===== src/rtl/spi_ctl_pkg.sv =====
package spi_ctl_pkg;
  localparam int unsigned BYTE_W = 8;

  typedef struct packed {
    logic       done;
    logic       wcol;
    logic       modf;
    logic       ovr;
    logic [1:0] sel;
    logic       txe;
    logic       en;
  } ctl_reg_t;

  localparam ctl_reg_t CTL_RST = '{done: 1'b0, wcol: 1'b0, modf: 1'b0, ovr: 1'b0,
                                   sel: 2'b01, txe: 1'b1, en: 1'b0};

  localparam logic [1:0] SEL_3W  = 2'b00;
  localparam logic [1:0] SEL_MM  = 2'b01;
endpackage


===== src/rtl/spi_sync.sv =====
module spi_sync #(
  parameter int unsigned N      = 1,
  parameter int unsigned STAGES = 2
) (
  input  logic         clk,
  input  logic         rst_n,
  input  logic [N-1:0] rst_val,
  input  logic [N-1:0] d,
  output logic [N-1:0] q
);
  logic [N-1:0] stg_q [STAGES];

  for (genvar s = 0; s < STAGES; s++) begin : g_stage
    always_ff @(posedge clk or negedge rst_n) begin
      if (!rst_n) stg_q[s] <= rst_val;
      else if (s == 0) stg_q[s] <= d;
      else stg_q[s] <= stg_q[(s == 0) ? 0 : s-1];
    end
  end

  assign q = stg_q[STAGES-1];
endmodule


===== src/rtl/spi_ctl_regs.sv =====
module spi_ctl_regs
  import spi_ctl_pkg::*;
#(
  parameter int unsigned W = BYTE_W
) (
  input  logic         clk,
  input  logic         rst_n,
  input  logic         reg_wr,
  input  logic [7:0]   reg_wdata,
  output ctl_reg_t     ctl_o,
  input  logic         dat_wr,
  input  logic [W-1:0] dat_wdata,
  input  logic         dat_rd,
  output logic [W-1:0] rx_byte_o,
  output logic [W-1:0] tx_byte_o,
  output logic         tx_pend_o,
  input  logic         mst_wr,
  input  logic         mst_wdata,
  output logic         master_o,
  input  logic         xfer_done,
  input  logic [W-1:0] xfer_byte,
  input  logic         busy,
  input  logic         load_ack,
  input  logic         nss_s
);
  ctl_reg_t     ctl_q, ctl_n;
  logic         mst_q, mst_n;
  logic [W-1:0] txb_q, txb_n;
  logic [W-1:0] rxb_q, rxb_n;
  logic         rxf_q, rxf_n;
  logic         fault, accept, collide;

  assign fault   = ctl_q.en && mst_q && (ctl_q.sel == SEL_MM) && !nss_s;
  assign collide = dat_wr && (busy || load_ack);
  assign accept  = dat_wr && !collide;

  always_comb begin
    ctl_n = ctl_q;
    mst_n = mst_q;
    txb_n = txb_q;
    rxb_n = rxb_q;
    rxf_n = rxf_q;
    if (reg_wr) begin
      ctl_n.done = ctl_q.done & reg_wdata[7];
      ctl_n.wcol = ctl_q.wcol & reg_wdata[6];
      ctl_n.modf = ctl_q.modf & reg_wdata[5];
      ctl_n.ovr  = ctl_q.ovr  & reg_wdata[4];
      ctl_n.sel  = reg_wdata[3:2];
      ctl_n.en   = reg_wdata[0];
    end
    if (mst_wr) mst_n = mst_wdata;
    if (fault) begin
      mst_n      = 1'b0;
      ctl_n.modf = 1'b1;
    end
    if (collide) ctl_n.wcol = 1'b1;
    if (load_ack) ctl_n.txe = 1'b1;
    if (accept) begin
      txb_n     = dat_wdata;
      ctl_n.txe = 1'b0;
    end
    if (dat_rd) rxf_n = 1'b0;
    if (xfer_done) begin
      ctl_n.done = 1'b1;
      if (!mst_q && rxf_q) begin
        ctl_n.ovr = 1'b1;
      end else begin
        rxb_n = xfer_byte;
        rxf_n = 1'b1;
      end
    end
  end

  always_ff @(posedge clk or negedge rst_n) begin
    if (!rst_n) begin
      ctl_q <= CTL_RST;
      mst_q <= 1'b0;
      txb_q <= '0;
      rxb_q <= '0;
      rxf_q <= 1'b0;
    end else begin
      ctl_q <= ctl_n;
      mst_q <= mst_n;
      txb_q <= txb_n;
      rxb_q <= rxb_n;
      rxf_q <= rxf_n;
    end
  end

  assign ctl_o     = ctl_q;
  assign master_o  = mst_q;
  assign tx_byte_o = txb_q;
  assign tx_pend_o = !ctl_q.txe;
  assign rx_byte_o = rxb_q;

  assert_done_sticky_R3: assert property (@(posedge clk) disable iff (!rst_n)
    ctl_q.done && !(reg_wr && !reg_wdata[7]) |=> ctl_q.done);
  assert_ovr_sticky_R3: assert property (@(posedge clk) disable iff (!rst_n)
    ctl_q.ovr && !(reg_wr && !reg_wdata[4]) |=> ctl_q.ovr);
  assert_wcol_set_R5: assert property (@(posedge clk) disable iff (!rst_n)
    dat_wr && busy |=> ctl_q.wcol && $stable(txb_q));
  assert_modf_drop_R6: assert property (@(posedge clk) disable iff (!rst_n)
    ctl_q.en && mst_q && ctl_q.sel == SEL_MM && !nss_s |=> !mst_q && ctl_q.modf);
  assert_txe_load_R9: assert property (@(posedge clk) disable iff (!rst_n)
    load_ack |=> ctl_q.txe);
  assert_ovr_keep_R8: assert property (@(posedge clk) disable iff (!rst_n)
    xfer_done && !mst_q && rxf_q |=> $stable(rxb_q));
endmodule


===== src/rtl/spi_shift_eng.sv =====
module spi_shift_eng
  import spi_ctl_pkg::*;
#(
  parameter int unsigned W        = BYTE_W,
  parameter int unsigned DIV_HALF = 4
) (
  input  logic         clk,
  input  logic         rst_n,
  input  logic         en,
  input  logic         master,
  input  logic [1:0]   sel,
  input  logic         tx_pend,
  input  logic [W-1:0] tx_byte,
  output logic         load_ack,
  output logic         busy_o,
  output logic         xfer_done,
  output logic [W-1:0] xfer_byte,
  input  logic         sck_s,
  input  logic         mosi_s,
  input  logic         nss_s,
  input  logic         miso_i,
  output logic         sck_o,
  output logic         sdo_o
);
  localparam int unsigned CW = (W > 1) ? $clog2(W) : 1;
  localparam int unsigned DW = (DIV_HALF > 1) ? $clog2(DIV_HALF) : 1;
  localparam logic [CW-1:0] LAST_BIT = CW'(W - 1);
  localparam logic [DW-1:0] DIV_TOP  = DW'(DIV_HALF - 1);

  logic          mbusy_q, mbusy_n;
  logic          sck_q, sck_n;
  logic [DW-1:0] div_q, div_n;
  logic [CW-1:0] bit_q, bit_n;
  logic [W-1:0]  sr_q, sr_n;
  logic          rbit_q, rbit_n;
  logic          sckd_q;
  logic          sck_rise, slv_sel;

  assign sck_rise = sck_s && !sckd_q;
  assign slv_sel  = (sel == SEL_3W) || ((sel == SEL_MM) && !nss_s);

  always_comb begin
    mbusy_n   = mbusy_q;
    sck_n     = sck_q;
    div_n     = div_q;
    bit_n     = bit_q;
    sr_n      = sr_q;
    rbit_n    = rbit_q;
    load_ack  = 1'b0;
    xfer_done = 1'b0;
    xfer_byte = {sr_q[W-2:0], rbit_q};
    if (!en) begin
      mbusy_n = 1'b0;
      sck_n   = 1'b0;
      div_n   = '0;
      bit_n   = '0;
    end else if (master) begin
      if (!mbusy_q) begin
        if (tx_pend) begin
          sr_n     = tx_byte;
          mbusy_n  = 1'b1;
          div_n    = '0;
          bit_n    = '0;
          sck_n    = 1'b0;
          load_ack = 1'b1;
        end
      end else if (div_q == DIV_TOP) begin
        div_n = '0;
        sck_n = !sck_q;
        if (!sck_q) begin
          rbit_n = miso_i;
        end else begin
          sr_n = {sr_q[W-2:0], rbit_q};
          if (bit_q == LAST_BIT) begin
            mbusy_n   = 1'b0;
            bit_n     = '0;
            xfer_done = 1'b1;
          end else begin
            bit_n = bit_q + 1'b1;
          end
        end
      end else begin
        div_n = div_q + 1'b1;
      end
    end else begin
      mbusy_n = 1'b0;
      sck_n   = 1'b0;
      div_n   = '0;
      if (mbusy_q) begin
        bit_n = '0;
      end else if (slv_sel && sck_rise) begin
        sr_n      = {sr_q[W-2:0], mosi_s};
        xfer_byte = {sr_q[W-2:0], mosi_s};
        if (bit_q == LAST_BIT) begin
          bit_n     = '0;
          xfer_done = 1'b1;
        end else begin
          bit_n = bit_q + 1'b1;
        end
      end else begin
        if (!slv_sel) bit_n = '0;
        if (tx_pend && (!slv_sel || bit_q == '0)) begin
          sr_n     = tx_byte;
          load_ack = 1'b1;
        end
      end
    end
  end

  always_ff @(posedge clk or negedge rst_n) begin
    if (!rst_n) begin
      mbusy_q <= 1'b0;
      sck_q   <= 1'b0;
      div_q   <= '0;
      bit_q   <= '0;
      sr_q    <= '0;
      rbit_q  <= 1'b0;
      sckd_q  <= 1'b0;
    end else begin
      mbusy_q <= mbusy_n;
      sck_q   <= sck_n;
      div_q   <= div_n;
      bit_q   <= bit_n;
      sr_q    <= sr_n;
      rbit_q  <= rbit_n;
      sckd_q  <= sck_s;
    end
  end

  assign busy_o = mbusy_q || (bit_q != '0);
  assign sck_o  = sck_q;
  assign sdo_o  = sr_q[W-1];

  assert_idle_off_R11: assert property (@(posedge clk) disable iff (!rst_n)
    !en |=> !busy_o && !sck_o);
  assert_no_sck_slave_R7: assert property (@(posedge clk) disable iff (!rst_n)
    !master |=> !sck_o);
  assert_done_ends_R2: assert property (@(posedge clk) disable iff (!rst_n)
    xfer_done && master |=> !sck_o && !mbusy_q);
endmodule


===== src/rtl/spi_ctl_top.sv =====
module spi_ctl_top
  import spi_ctl_pkg::*;
#(
  parameter int unsigned W        = BYTE_W,
  parameter int unsigned DIV_HALF = 4,
  parameter int unsigned SYNC_N   = 2
) (
  input  logic         clk,
  input  logic         rst_n,
  input  logic         reg_wr,
  input  logic [7:0]   reg_wdata,
  output logic [7:0]   reg_rdata,
  input  logic         dat_wr,
  input  logic [W-1:0] dat_wdata,
  input  logic         dat_rd,
  output logic [W-1:0] dat_rdata,
  input  logic         mst_wr,
  input  logic         mst_wdata,
  output logic         is_master,
  output logic         irq,
  input  logic         sck_i,
  output logic         sck_o,
  output logic         sck_oe,
  input  logic         mosi_i,
  output logic         mosi_o,
  output logic         mosi_oe,
  input  logic         miso_i,
  output logic         miso_o,
  output logic         miso_oe,
  input  logic         nss_i,
  output logic         nss_o,
  output logic         nss_oe
);
  logic         rst_a_q, rst_b_q, srst_n;
  ctl_reg_t     ctl;
  logic [2:0]   pin_s;
  logic         sck_s, mosi_s, nss_s;
  logic         master, tx_pend, load_ack, busy, xfer_done, sdo;
  logic [W-1:0] tx_byte, xfer_byte;

  always_ff @(posedge clk or negedge rst_n) begin
    if (!rst_n) begin
      rst_a_q <= 1'b0;
      rst_b_q <= 1'b0;
    end else begin
      rst_a_q <= 1'b1;
      rst_b_q <= rst_a_q;
    end
  end
  assign srst_n = rst_b_q;

  spi_sync #(.N(3), .STAGES(SYNC_N)) u_sync (
    .clk(clk), .rst_n(srst_n), .rst_val(3'b100),
    .d({nss_i, mosi_i, sck_i}), .q(pin_s)
  );
  assign {nss_s, mosi_s, sck_s} = pin_s;

  spi_ctl_regs #(.W(W)) u_regs (
    .clk(clk), .rst_n(srst_n),
    .reg_wr(reg_wr), .reg_wdata(reg_wdata), .ctl_o(ctl),
    .dat_wr(dat_wr), .dat_wdata(dat_wdata), .dat_rd(dat_rd),
    .rx_byte_o(dat_rdata), .tx_byte_o(tx_byte), .tx_pend_o(tx_pend),
    .mst_wr(mst_wr), .mst_wdata(mst_wdata), .master_o(master),
    .xfer_done(xfer_done), .xfer_byte(xfer_byte), .busy(busy),
    .load_ack(load_ack), .nss_s(nss_s)
  );

  spi_shift_eng #(.W(W), .DIV_HALF(DIV_HALF)) u_eng (
    .clk(clk), .rst_n(srst_n),
    .en(ctl.en), .master(master), .sel(ctl.sel),
    .tx_pend(tx_pend), .tx_byte(tx_byte), .load_ack(load_ack),
    .busy_o(busy), .xfer_done(xfer_done), .xfer_byte(xfer_byte),
    .sck_s(sck_s), .mosi_s(mosi_s), .nss_s(nss_s), .miso_i(miso_i),
    .sck_o(sck_o), .sdo_o(sdo)
  );

  assign reg_rdata = ctl;
  assign is_master = master;
  assign irq       = ctl.done | ctl.wcol | ctl.modf | ctl.ovr;
  assign sck_oe    = master && ctl.en;
  assign mosi_oe   = master && ctl.en;
  assign mosi_o    = sdo;
  assign miso_o    = sdo;
  assign miso_oe   = ctl.en && !master &&
                     ((ctl.sel == SEL_3W) || ((ctl.sel == SEL_MM) && !nss_s));
  assign nss_o     = ctl.sel[0];
  assign nss_oe    = ctl.sel[1];

  assert_irq_follow_R4: assert property (@(posedge clk) disable iff (!srst_n)
    xfer_done |=> irq);
  assert_irq_clear_R4: assert property (@(posedge clk) disable iff (!srst_n)
    reg_wr && reg_wdata[7:4] == 4'h0 && !xfer_done && !dat_wr && !(ctl.en && master && !nss_s) |=> !irq);
endmodule


===== config.mk =====
export PLATFORM = sky130hd
export DESIGN_NAME = spi_ctl_top
export DESIGN_NICKNAME = d
export VERILOG_FILES = /design/src/rtl/spi_ctl_pkg.sv /design/src/rtl/spi_sync.sv /design/src/rtl/spi_ctl_regs.sv /design/src/rtl/spi_shift_eng.sv /design/src/rtl/spi_ctl_top.sv
export SDC_FILE = /design/constraint.sdc
export NUM_CORES = 1
export LEC_CHECK = 0
export ABC_AREA = 1
export BUFFER_PORTS_ARGS = -buffer_cell sky130_fd_sc_hd__buf_4
export CAP_MARGIN = 0
export CORE_UTILIZATION = 48
export DETAILED_ROUTE_END_ITERATION = 10
export GPL_ROUTABILITY_DRIVEN = 0
export PLACE_DENSITY = 0.79
export REMOVE_ABC_BUFFERS = 1
export SYNTH_ARGS = -nofsm -noshare
export SYNTH_HDL_FRONTEND = slang
export SYNTH_SLANG_ARGS = --single-unit

===== constraint.sdc =====
create_clock -name clk -period 1.45 [get_ports clk]
set_input_delay 0.29 -clock clk [delete_from_list [all_inputs] [get_ports clk]]
set_output_delay 0.29 -clock clk [all_outputs]
set_load 0.02 [all_outputs]

==> impl_results.html <==
<table>
<tr><th>Metric</th><th>Value</th></tr>
<tr><th colspan="2">Status</th></tr>
<tr><td>Outcome</td><td>complete, but fails checks</td></tr>
<tr><td>Violated checks</td><td>negative setup slack</td></tr>
<tr><th colspan="2">Pwr</th></tr>
<tr><td>Static leakage</td><td>~0.0018 uW</td></tr>
<tr><td>Net switching fraction of the power</td><td>36.8%</td></tr>
<tr><td>Pwr per Cell Area</td><td>roughly 1200 mW/mm^2</td></tr>
<tr><td>Sequential cell fraction of total power</td><td>44.1%</td></tr>
<tr><td>Logic gate share of total power</td><td>between 30% and 40%</td></tr>
<tr><td>Clock share of power</td><td>between 20% and 30%</td></tr>
<tr><td>Switching power of the nets</td><td>around 1600 uW</td></tr>
<tr><td>Cell-internal power</td><td>about 2800 uW</td></tr>
<tr><td>Peak supply drop</td><td>around 0.77 mV</td></tr>
<tr><th colspan="2">Route</th></tr>
<tr><td>Remaining DRCs</td><td>0</td></tr>
<tr><td>Detail-routed net length per standard cell</td><td>16.9 um</td></tr>
<tr><td>Overall via count from detail_route</td><td>2324</td></tr>
<tr><td>Post-detailed-routing wire length</td><td>around 7.3 mm</td></tr>
<tr><td>Antenna-violating nets left</td><td>0</td></tr>
<tr><td>Number of search-and-repair iterations in the first detailed-routing pass</td><td>5</td></tr>
<tr><td>DR vias/cell</td><td>5.38</td></tr>
<tr><td>Violation count after the first detailed-route iteration</td><td>around 180</td></tr>
<tr><th colspan="2">Cells and area</th></tr>
<tr><td>Synthesis-to-layout area growth</td><td>51.3%</td></tr>
<tr><td>Number of nets in the finished design</td><td>between 300 and 400</td></tr>
<tr><td>Area used by multi-input combinational logic</td><td>roughly 0.0012 mm^2</td></tr>
<tr><td>Filler cells</td><td>just over 300</td></tr>
<tr><td>Inserted Diodes</td><td>0</td></tr>
<tr><td>Top library cells by usage in the layout, fill and taps aside</td><td>sky130_fd_sc_hd__buf_4, sky130_fd_sc_hd__nand2_1, sky130_fd_sc_hd__dfrtp_1</td></tr>
<tr><td>Layout cell share with drive strength beyond 1</td><td>roughly half</td></tr>
<tr><td>Post-route cell area</td><td>approximately 0.0036 mm^2</td></tr>
<tr><td>Sequential Area</td><td>~0.0013 mm^2</td></tr>
<tr><td>Commonest non-fill, non-tap cell in the layout</td><td>sky130_fd_sc_hd__buf_4</td></tr>
<tr><th colspan="2">Synth</th></tr>
<tr><td>Post-synthesis cell type count</td><td>34</td></tr>
<tr><td>Avg Inst Size Synth</td><td>between 8 and 9 um^2</td></tr>
<tr><td>Number of standard cells after synthesis</td><td>270</td></tr>
<tr><td>Most used flip-flop cell after synthesis</td><td>sky130_fd_sc_hd__dfrtp_1</td></tr>
<tr><td>Post-synthesis instance area</td><td>about 0.0024 mm^2</td></tr>
<tr><td>Number of warnings issued by yosys</td><td>0</td></tr>
<tr><td>Async set or reset register ratio after synthesis</td><td>100%</td></tr>
<tr><td>Sequential element share of the synthesized area</td><td>54.0%</td></tr>
<tr><td>Register bit total from synthesis</td><td>between 50 and 60</td></tr>
<tr><td>Number of enable flip-flop cells after synthesis</td><td>0</td></tr>
<tr><th colspan="2">CTS</th></tr>
<tr><td>Number of buffers added by the clock tree synthesis step</td><td>5</td></tr>
<tr><td>Clock-pin slew reported for the worst setup and hold paths after clock tree synthesis</td><td>approximately 0.1 ns</td></tr>
<tr><td>CTS Buffer Depth</td><td>2</td></tr>
<tr><td>Source-to-sink clock delay at the later pin of the worst-skew pair</td><td>~0.32 ns</td></tr>
<tr><td>Clock tree from TritonCTS</td><td>yes</td></tr>
<tr><td>CTS H-Tree Depth</td><td>2</td></tr>
<tr><td>Sink count of the clock tree</td><td>between 50 and 60</td></tr>
<tr><td>Buffer type at the clock tree root</td><td>sky130_fd_sc_hd__clkbuf_8</td></tr>
<tr><th colspan="2">Place</th></tr>
<tr><td>Placed standard-cell area</td><td>0.00296 mm^2</td></tr>
<tr><td>Pre-CTS setup slack</td><td>-0.137 ns</td></tr>
<tr><td>Final HPWL DP</td><td>3.53 mm</td></tr>
<tr><td>IO Port Bufs</td><td>51</td></tr>
<tr><th colspan="2">STA</th></tr>
<tr><td>Setup violators final</td><td>33</td></tr>
<tr><td>Tmin final</td><td>about 1.7 ns</td></tr>
<tr><td>Final WS setup</td><td>-0.242 ns</td></tr>
<tr><td>Count of final hold-check violations</td><td>0</td></tr>
<tr><td>Setup Total Neg Slack</td><td>-3.52 ns</td></tr>
<tr><td>Smallest hold slack</td><td>roughly 0.077 ns</td></tr>
<tr><td>Fin Clk Skew</td><td>between 0.01 and 0.015 ns</td></tr>
<tr><td>Post-route fraction of the period consumed by the critical path</td><td>117%</td></tr>
<tr><td>Final number of max-transition violations</td><td>0</td></tr>
<tr><td>Highest Clock Rate</td><td>591 MHz</td></tr>
<tr><td>Setup repair after global routing missed its margin</td><td>yes</td></tr>
<tr><th colspan="2">Global route</th></tr>
<tr><td>Remaining global-route overflow</td><td>0</td></tr>
<tr><td>Overall track demand over capacity in global routing</td><td>a little under a quarter</td></tr>
<tr><td>Via count of the first global-routing pass</td><td>between 2k and 2.5k</td></tr>
<tr><td>Antenna violations before repair</td><td>0</td></tr>
<tr><td>Pin count of the biggest net entering global routing</td><td>50</td></tr>
<tr><td>Wire length of the first global-routing pass</td><td>9.14 mm</td></tr>
<tr><th colspan="2">Die</th></tr>
<tr><td>Row count</td><td>25</td></tr>
<tr><td>Initial cell density of the core</td><td>between 40% and 50%</td></tr>
<tr><td>Die Y</td><td>72.3 um</td></tr>
<tr><td>Die X-Extent</td><td>72.3 um</td></tr>
<tr><td>Total core area</td><td>approximately 0.0048 mm^2</td></tr>
<tr><td>Die Footprint</td><td>between 0.005 and 0.006 mm^2</td></tr>
<tr><td>Top Ports</td><td>53</td></tr>
<tr><th colspan="2">Critical path</th></tr>
<tr><td>CP max-delay cell</td><td>sky130_fd_sc_hd__or4_4</td></tr>
<tr><td>Critical Path End Type</td><td>primary output</td></tr>
<tr><td>R2R Setup Slk</td><td>-0.17 ns</td></tr>
<tr><td>Required time at the endpoint of the critical path</td><td>1.16 ns</td></tr>
<tr><td>Cell breakdown of the critical path</td><td>or4_4, buf_6</td></tr>
<tr><td>Crit path largest cell delay</td><td>0.54 ns</td></tr>
<tr><td>Startpoint class of the critical path</td><td>flop</td></tr>
<tr><td>Arrival time worst endpoint</td><td>around 1.4 ns</td></tr>
<tr><td>WS Path Type</td><td>reg -&gt; out</td></tr>
<tr><td>Top fanout value on the critical path</td><td>2</td></tr>
<tr><th colspan="2">Worst hold path</th></tr>
<tr><td>Hold Path Class</td><td>in -&gt; reg</td></tr>
<tr><th colspan="2">Run</th></tr>
<tr><td>Max-cap viol count</td><td>0</td></tr>
</table>
## power groups by stage
stage	logic (uW)	registers (uW)	clock network (uW)
2_1_floorplan	555	1950	0
3_3_place_gp	1050	1870	0
3_5_place_dp	1080	1880	0
4_1_cts	1220	1880	888
5_1_grt	1650	1940	948
6_report	1540	1920	898
## sequential cells by signal, summed over array words and instances, names as in the netlist, 2 cells and up
signal	flops
u_regs.rx_byte_o	8
u_sync.stg_q	3
u_eng.sr_q	8
u_regs.ctl_o	8
u_regs.tx_byte_o	8
u_sync.q	3
u_eng.div_q	2
u_eng.bit_q	3
## synthesized netlist by cell type (2+ instances only)
cell type,n,area share [%]
sky130_fd_sc_hd__nand2_1,83,13
sky130_fd_sc_hd__nand2_2,2,0.53
sky130_fd_sc_hd__dfstp_2,4,4.4
sky130_fd_sc_hd__o21ai_0,15,3.2
sky130_fd_sc_hd__ha_1,4,2.1
sky130_fd_sc_hd__nand3b_1,2,0.63
sky130_fd_sc_hd__dfrtp_1,47,50
sky130_fd_sc_hd__inv_2,2,0.32
sky130_fd_sc_hd__or2_2,6,1.6
sky130_fd_sc_hd__buf_6,2,0.95
sky130_fd_sc_hd__buf_4,5,1.6
sky130_fd_sc_hd__nand4_1,9,2.4
sky130_fd_sc_hd__nand3_1,20,4.2
sky130_fd_sc_hd__o21ai_2,2,0.74
sky130_fd_sc_hd__a21oi_1,8,1.7
sky130_fd_sc_hd__nor2_1,14,2.2
sky130_fd_sc_hd__inv_1,27,4.3
sky130_fd_sc_hd__o21ai_1,2,0.42
## through the flow
| stage | power (uW) | std cells | util [%] |
|---|---|---|---|
| 2_1_floorplan | 2510 | 261 | - |
| 3_3_place_gp | 2930 | 402 | 62.2 |
| 3_5_place_dp | 2970 | 402 | 62.2 |
| 4_1_cts | 3980 | 421 | 69.1 |
| 5_1_grt | 4540 | 432 | 75.5 |
| 6_report | 4360 | 432 | 75.5 |
## timing repair
item	CTS	global route
cloned	2	0
pin swaps	25	23
setup buffers	8	12
setup endpoints to repair	34	35
hold buffers	1	0
hold endpoints to repair	2	0
resized for setup	42	62
## worst paths after layout
| check | from | endpoint | cells past startpoint |
|---|---|---|---|
| min | sck_i | u_sync.stg_q[3] | 1 |
| max | u_regs.ctl_o[4] | irq | 2 |
| max reg2reg | u_eng.bit_q[0] | u_regs.rx_byte_o[2] | 7 |
| max in group asynchronous | rst_b_q | u_sync.stg_q[5] | 1 |
| min in group asynchronous | rst_b_q | u_regs.tx_byte_o[7] | 1 |
| min reg2reg | rst_b_q | u_regs.tx_byte_o[7] | 1 |
## layer usage
metal / up-vias / wire, um / GRT usage (%)
met2: 125 / 3790 / 38.0
met1: 1118 / 2850 / 29.7
met3: 23 / 439 / 4.72
met4: 0 / 214 / 7.84
li1: 1058 / - / -
met5: - / 0 / 0
## worst max-delay path: cells and delay by family (launching register included)
kind / cells / cell delay [ns]
AND/OR/NAND/NOR: 1 / 0.54
buffers and inverters: 1 / 0.15
flip-flops: 1 / 0.40
## cells by family (layout without fill, tap and decap cells)
kind of cell	count (synthesis)	count (layout)	synth area share, %
DFF	51	51	54.0
buffers and inverters	38	131	7.49
other	1	1	0.158
and+or+nand+nor	145	147	28.1
adders and majority gates	4	4	2.11
AOI/OAI and AO/OA	31	31	8.18
## cell type report
cell class / instances / share of cell area (%)
multi-input combinational: 183 / 34.1
timing repair buffer: 94 / 21.7
clock inverter: 1 / 0.244
sequential: 51 / 35.8
tap: 67 / 2.34
inverter: 29 / 3.31
clock buffer: 7 / 2.41
Power figures use the tool's default switching activity.
